==> src/rtl/persist_filter.sv <==
module persist_filter #(
  parameter int W            = 8,
  parameter int ACCEPT_RUN   = 5,
  parameter int UNSTABLE_RUN = 8
) (
  input  logic         clk,
  input  logic         rst,
  input  logic         occ_i,
  input  logic [W-1:0] data_i,
  output logic [W-1:0] value_o,
  output logic         changed_o,
  output logic         unstable_o
);
  localparam int RW = $clog2(ACCEPT_RUN + 1);
  localparam int IW = $clog2(UNSTABLE_RUN + 1);

  logic [W-1:0]  prev_q;
  logic [RW-1:0] run_q;
  logic [IW-1:0] inst_q;

  wire hit_stored = (data_i == value_o);
  wire hit_prev   = (data_i == prev_q);
  wire erratic    = !hit_stored && !hit_prev;

  wire [RW-1:0] run_nxt  = hit_prev ? run_q + 1'b1 : RW'(1);
  wire          accept   = occ_i && !hit_stored && (run_nxt == RW'(ACCEPT_RUN));
  wire [IW-1:0] inst_nxt = (inst_q == IW'(UNSTABLE_RUN)) ? inst_q : inst_q + 1'b1;

  always_ff @(posedge clk) begin
    if (rst) begin
      value_o    <= '0;
      prev_q     <= '0;
      run_q      <= '0;
      inst_q     <= '0;
      changed_o  <= 1'b0;
      unstable_o <= 1'b0;
    end else begin
      changed_o <= 1'b0;
      if (occ_i) begin
        prev_q <= data_i;
        if (hit_stored) begin
          run_q      <= '0;
          inst_q     <= '0;
          unstable_o <= 1'b0;
        end else if (accept) begin
          value_o    <= data_i;
          changed_o  <= 1'b1;
          run_q      <= '0;
          inst_q     <= '0;
          unstable_o <= 1'b0;
        end else begin
          run_q  <= run_nxt;
          inst_q <= erratic ? inst_nxt : '0;
          if (erratic && inst_nxt == IW'(UNSTABLE_RUN))
            unstable_o <= 1'b1;
        end
      end
    end
  end

  AST_IDLE_HOLD: assert property (@(posedge clk) disable iff (rst)
    !occ_i |=> ($stable(value_o) && $stable(unstable_o) && !changed_o));
  AST_CHANGE_MEANS_NEW: assert property (@(posedge clk) disable iff (rst)
    changed_o |-> (value_o != $past(value_o)));
  AST_VALUE_ONLY_ON_PULSE: assert property (@(posedge clk) disable iff (rst)
    !changed_o |-> $stable(value_o));
  AST_PULSE_SINGLE: assert property (@(posedge clk) disable iff (rst)
    changed_o |=> !changed_o);
  AST_UNSTABLE_ONSET: assert property (@(posedge clk) disable iff (rst)
    $rose(unstable_o) |-> ($past(inst_q) == IW'(UNSTABLE_RUN - 1)));
  AST_MATCH_CLEARS: assert property (@(posedge clk) disable iff (rst)
    (occ_i && hit_stored) |=> (!unstable_o && run_q == '0 && inst_q == '0));
  AST_ACCEPT_CLEARS: assert property (@(posedge clk) disable iff (rst)
    changed_o |-> !unstable_o);
endmodule

==> config.mk <==
export PLATFORM = sky130hd
export DESIGN_NAME = persist_filter
export DESIGN_NICKNAME = d
export VERILOG_FILES = /design/src/rtl/persist_filter.sv
export SDC_FILE = /design/constraint.sdc
export NUM_CORES = 1
export LEC_CHECK = 0
export ABC_AREA = 0
export ABC_CLOCK_PERIOD_IN_PS = 1700
export BUFFER_PORTS_ARGS = -buffer_cell sky130_fd_sc_hd__buf_2
export CAP_MARGIN = 30
export CORE_MARGIN = 2
export CORE_UTILIZATION = 50
export DETAILED_ROUTE_END_ITERATION = 10
export GPL_TIMING_DRIVEN = 1
export PLACE_DENSITY = 0.71
export SYNTH_ARGS = -nofsm -noshare
export SYNTH_HDL_FRONTEND = slang
export SYNTH_SLANG_ARGS = --single-unit
==> constraint.sdc <==
create_clock -name clk -period 1.7 [get_ports clk]
set_input_delay 0.34 -clock clk [delete_from_list [all_inputs] [get_ports clk]]
set_output_delay 0.34 -clock clk [all_outputs]
set_load 0.03 [all_outputs]
## Word level (Yosys, flattened, before mapping)

Cells that the tools add are included.

- Bits in registers: 25
- Input port bits: 11
- Output and inout bits: 10
- Logic and storage cells: 36

- Add/sub/neg operators: 2
- Equal/unequal tests: 5
- Mux-type cells: 11
- Bitwise operators: 2
- Reductions and logical operators: 10

Operators with widths:

| cell | count |
|---|---|
| 8-bit == test | 2 |
| 4-bit 2-to-1 mux | 4 |
| 3-bit 2-to-1 mux | 3 |
| 4-bit == test (second input constant) | 2 |
| 4-bit by 1-bit adder with 4-bit output (second input constant) | 1 |
| 1-bit logical AND | 4 |
| 1-bit 2-to-1 mux | 4 |
| 3-bit by 1-bit adder with 3-bit output (second input constant) | 1 |
| 3-bit == test (second input constant) | 1 |
| 3-bit AND reduction | 1 |
| 3-bit nonzero test | 1 |
| 3-bit OR reduction | 1 |
| 1-bit zero test | 2 |
| 1-bit inverter | 2 |
| 2-bit AND reduction | 1 |

## Longest topological paths before layout

- Depth after elaboration: 7
- Depth in mapped cells: 7
- Gate-level depth less buffers: 7

## Least setup slack after synthesis

OpenSTA, ideal clock, no wires.

- Kind: register to register
- Start point: reg value_o[5]
- End point: reg changed_o
- Library setup time: 114 ps
- Arrival time: 1,554 ps
- Data required time: 1,586 ps
- Setup slack: 31 ps
- Cell stages (with the launch flop): 7
- Buffers on the path: 1
- Clock period less this slack: 1,669 ps
- Cell sequence: dfxtp_1 -> xor2_1 -> nor4_4 -> nand2_2 -> nor3b_2 -> buf_6 -> and2b_1

- Longest elaborated chain between the ends: 5
- Elaborated cells on any way between the ends: 6
- Classes of those cells: eq/ne: 1; mux: 1; reduce/logical: 4

RTL lines:

| element | line | source |
|---|---|---|
| start: declaration | 10 | `output logic [W-1:0] value_o,` |
| start signal: assignment | 46 | `value_o <= data_i;` |
| 8-bit == test (*) | 21 | `wire hit_stored = (data_i == value_o);` |
| 1-bit zero test | 26 | `wire accept = occ_i && !hit_stored && (run_nxt == RW'(ACCEPT_RUN));` |
| 1-bit logical AND (2 in series) | 26 |  |
| 1-bit 2-to-1 mux | 45 | `end else if (accept) begin` |
| end signal: assignment | 35 | `changed_o <= 1'b0;` |
| end signal: assignment | 38 | `changed_o <= 1'b0;` |
| end signal: assignment | 47 | `changed_o <= 1'b1;` |
| end: declaration | 11 | `output logic changed_o,` |

Mark *: on every way between the ends. The rest lies on a longest branch, timed or not.
A chain may end at the register's enable or synchronous reset.

## Worst setup path in the final report

- Start point: reg prev_q[1]
- End point: reg value_o[6]

- Longest elaborated chain between the ends: 5

RTL lines:

| element | line | source |
|---|---|---|
| start: declaration | 17 | `logic [W-1:0] prev_q;` |
| start signal: assignment | 40 | `prev_q <= data_i;` |
| 8-bit == test | 22 | `wire hit_prev = (data_i == prev_q);` |
| 3-bit 2-to-1 mux | 25 | `wire [RW-1:0] run_nxt = hit_prev ? run_q + 1'b1 : RW'(1);` |
| 3-bit == test | 26 |  |
| 1-bit logical AND | 26 |  |
| 3-bit AND reduction (no source line) | -- |  |

Every way passes these cells.

==> impl_metrics.sql <==
INSERT INTO impl_metrics (metric_group, metric, value, unit) VALUES
('yosys', 'post-synth-top-area-cell', 'sky130_fd_sc_hd__dfxtp_1', ''),
('critical_path', 'critical_path.cell_chain', 'xor2_2 -> nor4_4 -> nand2_2 -> nor3b_4 -> clkbuf_16 -> mux2i_1', ''),
('power', 'power_switching_share', '27.7', '%'),
('grt', 'antenna_found_initial', '0', ''),
('layout', 'drive_gt1_share', '31.0', '%'),
('min_path', 'hp-class', 'in2reg', ''),
('yosys', 'synth_top_cells_by_area', 'sky130_fd_sc_hd__dfxtp_1 (36%), sky130_fd_sc_hd__mux2i_1 (12%), sky130_fd_sc_hd__xor2_1 (11%)', ''),
('grt', 'largest_net_degree_at_the_start_of_global_routing', '37', ''),
('yosys', 'ys_seq_area_share', '36.2', '%'),
('timing', 'relSlewSlack', '75.6', '%'),
('floorplanning', 'die_area', '0.00320', 'mm^2'),
('clock_tree', 'postCtsHoldBufs', '0', ''),
('drt', 'initialDrtViolationCount', '32', ''),
('grt', 'grt_pass1_vias', '1044', ''),
('yosys', 'synth_fp_nets', '162', ''),
('timing', 'setup_violations', '3', ''),
('floorplanning', 'die_height', '56.6', 'um'),
('critical_path', 'critPathLaunch', 'prev_q[1]', ''),
('power', 'power_report.internal_total', '0.768', 'mW'),
('drt', 'drt-pass1-iter-count', '4', ''),
('yosys', 'synth.yosys.warnings', '0', ''),
('run_status', 'violated_checks', 'negative setup slack', ''),
('timing', 'number_of_pins_exceeding_their_max_slew_limit_in_the_final_report', '0', ''),
('grt', 'grt_overflow', '0', ''),
('placement', 'number_of_placed_instances_with_taps_included', '200', ''),
('clock_tree', 'cts-buffers-inserted', '3', ''),
('grt', 'globalRouteTotalUtil', '17.6', '%'),
('drt', 'drc', '0', ''),
('floorplanning', 'boundaryPins', '21', ''),
('critical_path', 'timing.critical_path.required', '1.97', 'ns'),
('power', 'switching_power', '0.295', 'mW'),
('clock_tree', 'cts.reportedPaths.clkPinSlew', '0.14', 'ns'),
('power', 'comb_power_share', '15.7', '%'),
('timing', 'worst_slack', '-0.00718', 'ns'),
('critical_path', 'crit_path_max_fanout', '4', ''),
('critical_path', 'setup.worst_path.start_class', 'flop', ''),
('placement', 'io_buffers', '20', ''),
('placement', 'gp_routability_congestion', '0.856', ''),
('drt', 'viasPerCell', '5.48', ''),
('power', 'pwrdens', '626', 'mW/mm^2'),
('job', 'max_cap_viol_count', '0', ''),
('layout', 'fill_cells', '242', ''),
('layout', 'post-route-util', '63.2', '%'),
('critical_path', 'critical_path_arrival', '1.97', 'ns'),
('layout', 'antenna_cells', '0', ''),
('power', 'p_leak', '0.709', 'nW'),
('timing', 'finalHoldViolations', '0', ''),
('run_status', 'run_status', 'finished, violations left', ''),
('min_path', 'hold_wc_startpoint', 'data_i[7]', ''),
('critical_path', 'timing.critical_path.slowest_cell_delay', '0.36', 'ns'),
('drt', 'detail_route.wl_per_cell', '13.9', 'um'),
('clock_tree', 'cts_tree', 'built', ''),
('clock_tree', 'worst_skew_pair.late_latency', '0.32', 'ns'),
('drt', 'route.final.wire_length', '2850', 'um'),
('clock_tree', 'post_cts_buffers', '0', ''),
('timing', 'maxClockFrequency', '0.586', 'GHz'),
('power', 'worst_ir_drop_vdd', '0.529', 'mV'),
('yosys', 'synth-seq-cells', '25', ''),
('floorplanning', 'core-area', '0.00269', 'mm^2'),
('timing', 'final_min_period_over_clock_period', '100', '%'),
('floorplanning', 'die_w', '56.6', 'um'),
('critical_path', 'critPathTopFamily', 'simple AND/OR/NAND/NOR gates', ''),
('drt', 'postRouteAntennaNets', '0', ''),
('yosys', 'postSynthAreaPerCell', '9.35', 'um^2'),
('critical_path', 'critical_path.slowest_cell', 'sky130_fd_sc_hd__dfxtp_2', ''),
('critical_path', 'crit_type', 'reg2reg', ''),
('layout', 'finish.cell_count_without_fillers', '205', ''),
('critical_path', 'crit_buf_inv', '1', ''),
('timing', 'timing.clock.skew', '0.00264', 'ns'),
('clock_tree', 'ctsRootBufferMaster', 'sky130_fd_sc_hd__clkbuf_4', ''),
('floorplanning', 'floorplan.rows', '19', '');
-- metal layers --
layer,global-route usage [%],wire length [um],vias up,share of wire (%)
li1,-,-,561,-
met2,31.2,1460,16,51
met5,0,0,-,0
met1,21.3,1300,542,45
met4,6.12,32,0,1.1
met3,2.76,61,4,2.1
-- cell usage in the layout (no fill, tap or decap), drive strengths merged, types with 3 or more instances in the layout --
cell | synthesis | layout
nand2 | 8 | 8
nand2b | 14 | 14
dfxtp | 25 | 25
clkbuf | 4 | 4
nor4 | 5 | 5
a21oi | 4 | 4
or2b | 3 | 3
buf | 3 | 28
nor2 | 14 | 14
mux2i | 16 | 16
inv | 3 | 3
ha | 3 | 3
o211ai | 3 | 3
xor2 | 18 | 18
nor3b | 3 | 3
-- layout make-up --
type / instances / area (um^2) / share of cell area [%]
clock inverter: 1 / 5.00 / 0.295
sequential: 25 / 510 / 30.1
multi-input combinational: 112 / 907 / 53.5
timing repair buffer: 29 / 198 / 11.7
inverter: 4 / 15.0 / 0.885
clock buffer: 3 / 22.5 / 1.33
tap: 31 / 38.8 / 2.29
-- sequential cells by signal (all words and copies together), names as in the netlist --
name and cells:
changed_o 1, inst_q 4, unstable_o 1, prev_q 8, value_o 8, run_q 3
-- power by group through the flow --
stage               logic (mW)  clock network [mW]  registers, mW
floorplan                0.103                   0          0.629
global placement         0.144                   0          0.631
detailed placement       0.148                   0          0.633
CTS                      0.149               0.280          0.620
global route             0.185               0.305          0.627
finish                   0.167               0.272          0.623
-- per-stage QoR --
step	TNS [ns]	instance area (um^2)	power (mW)	setup slack (ns)	hold slack, ns
floorplan	0	1380	0.732	0.0313	0.471
global placement	-0.307	1560	0.775	-0.0428	0.482
detailed placement	-0.610	1560	0.781	-0.0864	0.495
CTS	0	1590	1.05	0.00393	0.304
global route	-0.550	1700	1.12	-0.0876	0.295
finish	-0.0152	1700	1.06	-0.00718	0.313
-- cell families after synthesis --
kind of cell / after synthesis / share of synthesized area, %
compound gates: 17 / 8.68
xor+xnor: 18 / 11.4
fa+ha+maj: 3 / 2.71
buf+inv: 11 / 3.62
flops: 25 / 36.2
mux: 16 / 11.6
simple gates: 58 / 25.9
-- cells in the mapped netlist, drive strengths merged --
cell,n
clkinv,1
a2111oi,1
nand4,1
ha,3
dfxtp,25
and2b,1
o2111ai,1
o31ai,1
xor2,18
a211o,1
nand3,2
o211ai,3
and2,1
buf,3
nand2,8
or2,1
inv,3
nor3,2
o22ai,1
o21ai,1
a41oi,2
and3b,1
a32oi,1
nand2b,14
or2b,3
a31oi,1
nor2,14
nor3b,3
mux2i,16
nor4,5
clkbuf,4
a21oi,4
nor2b,2
-- path summary, 6_finish.rpt --
kind,endpoint,cells after the start,slack [ns]
setup / recovery,value_o[6],6,-0.007
hold / removal,value_o[7],3,0.31
hold reg to reg,value_o[5],2,0.51
setup reg to reg,value_o[6],6,-0.007
-- worst reg2reg max path, cell delays in order (launching register included) --
cell and delay [ns]:
sky130_fd_sc_hd__dfxtp_2 0.36, sky130_fd_sc_hd__xor2_2 0.16, sky130_fd_sc_hd__nor4_4 0.35, sky130_fd_sc_hd__nand2_2 0.13
sky130_fd_sc_hd__nor3b_4 0.29, sky130_fd_sc_hd__clkbuf_16 0.20, sky130_fd_sc_hd__mux2i_1 0.16
-- timing repair --
action,in CTS,in global routing
pin swaps,1,7
setup endpoints to repair,5,10
resized for setup,0,18
gates cloned,0,1
(Power assumes the default switching activity.)
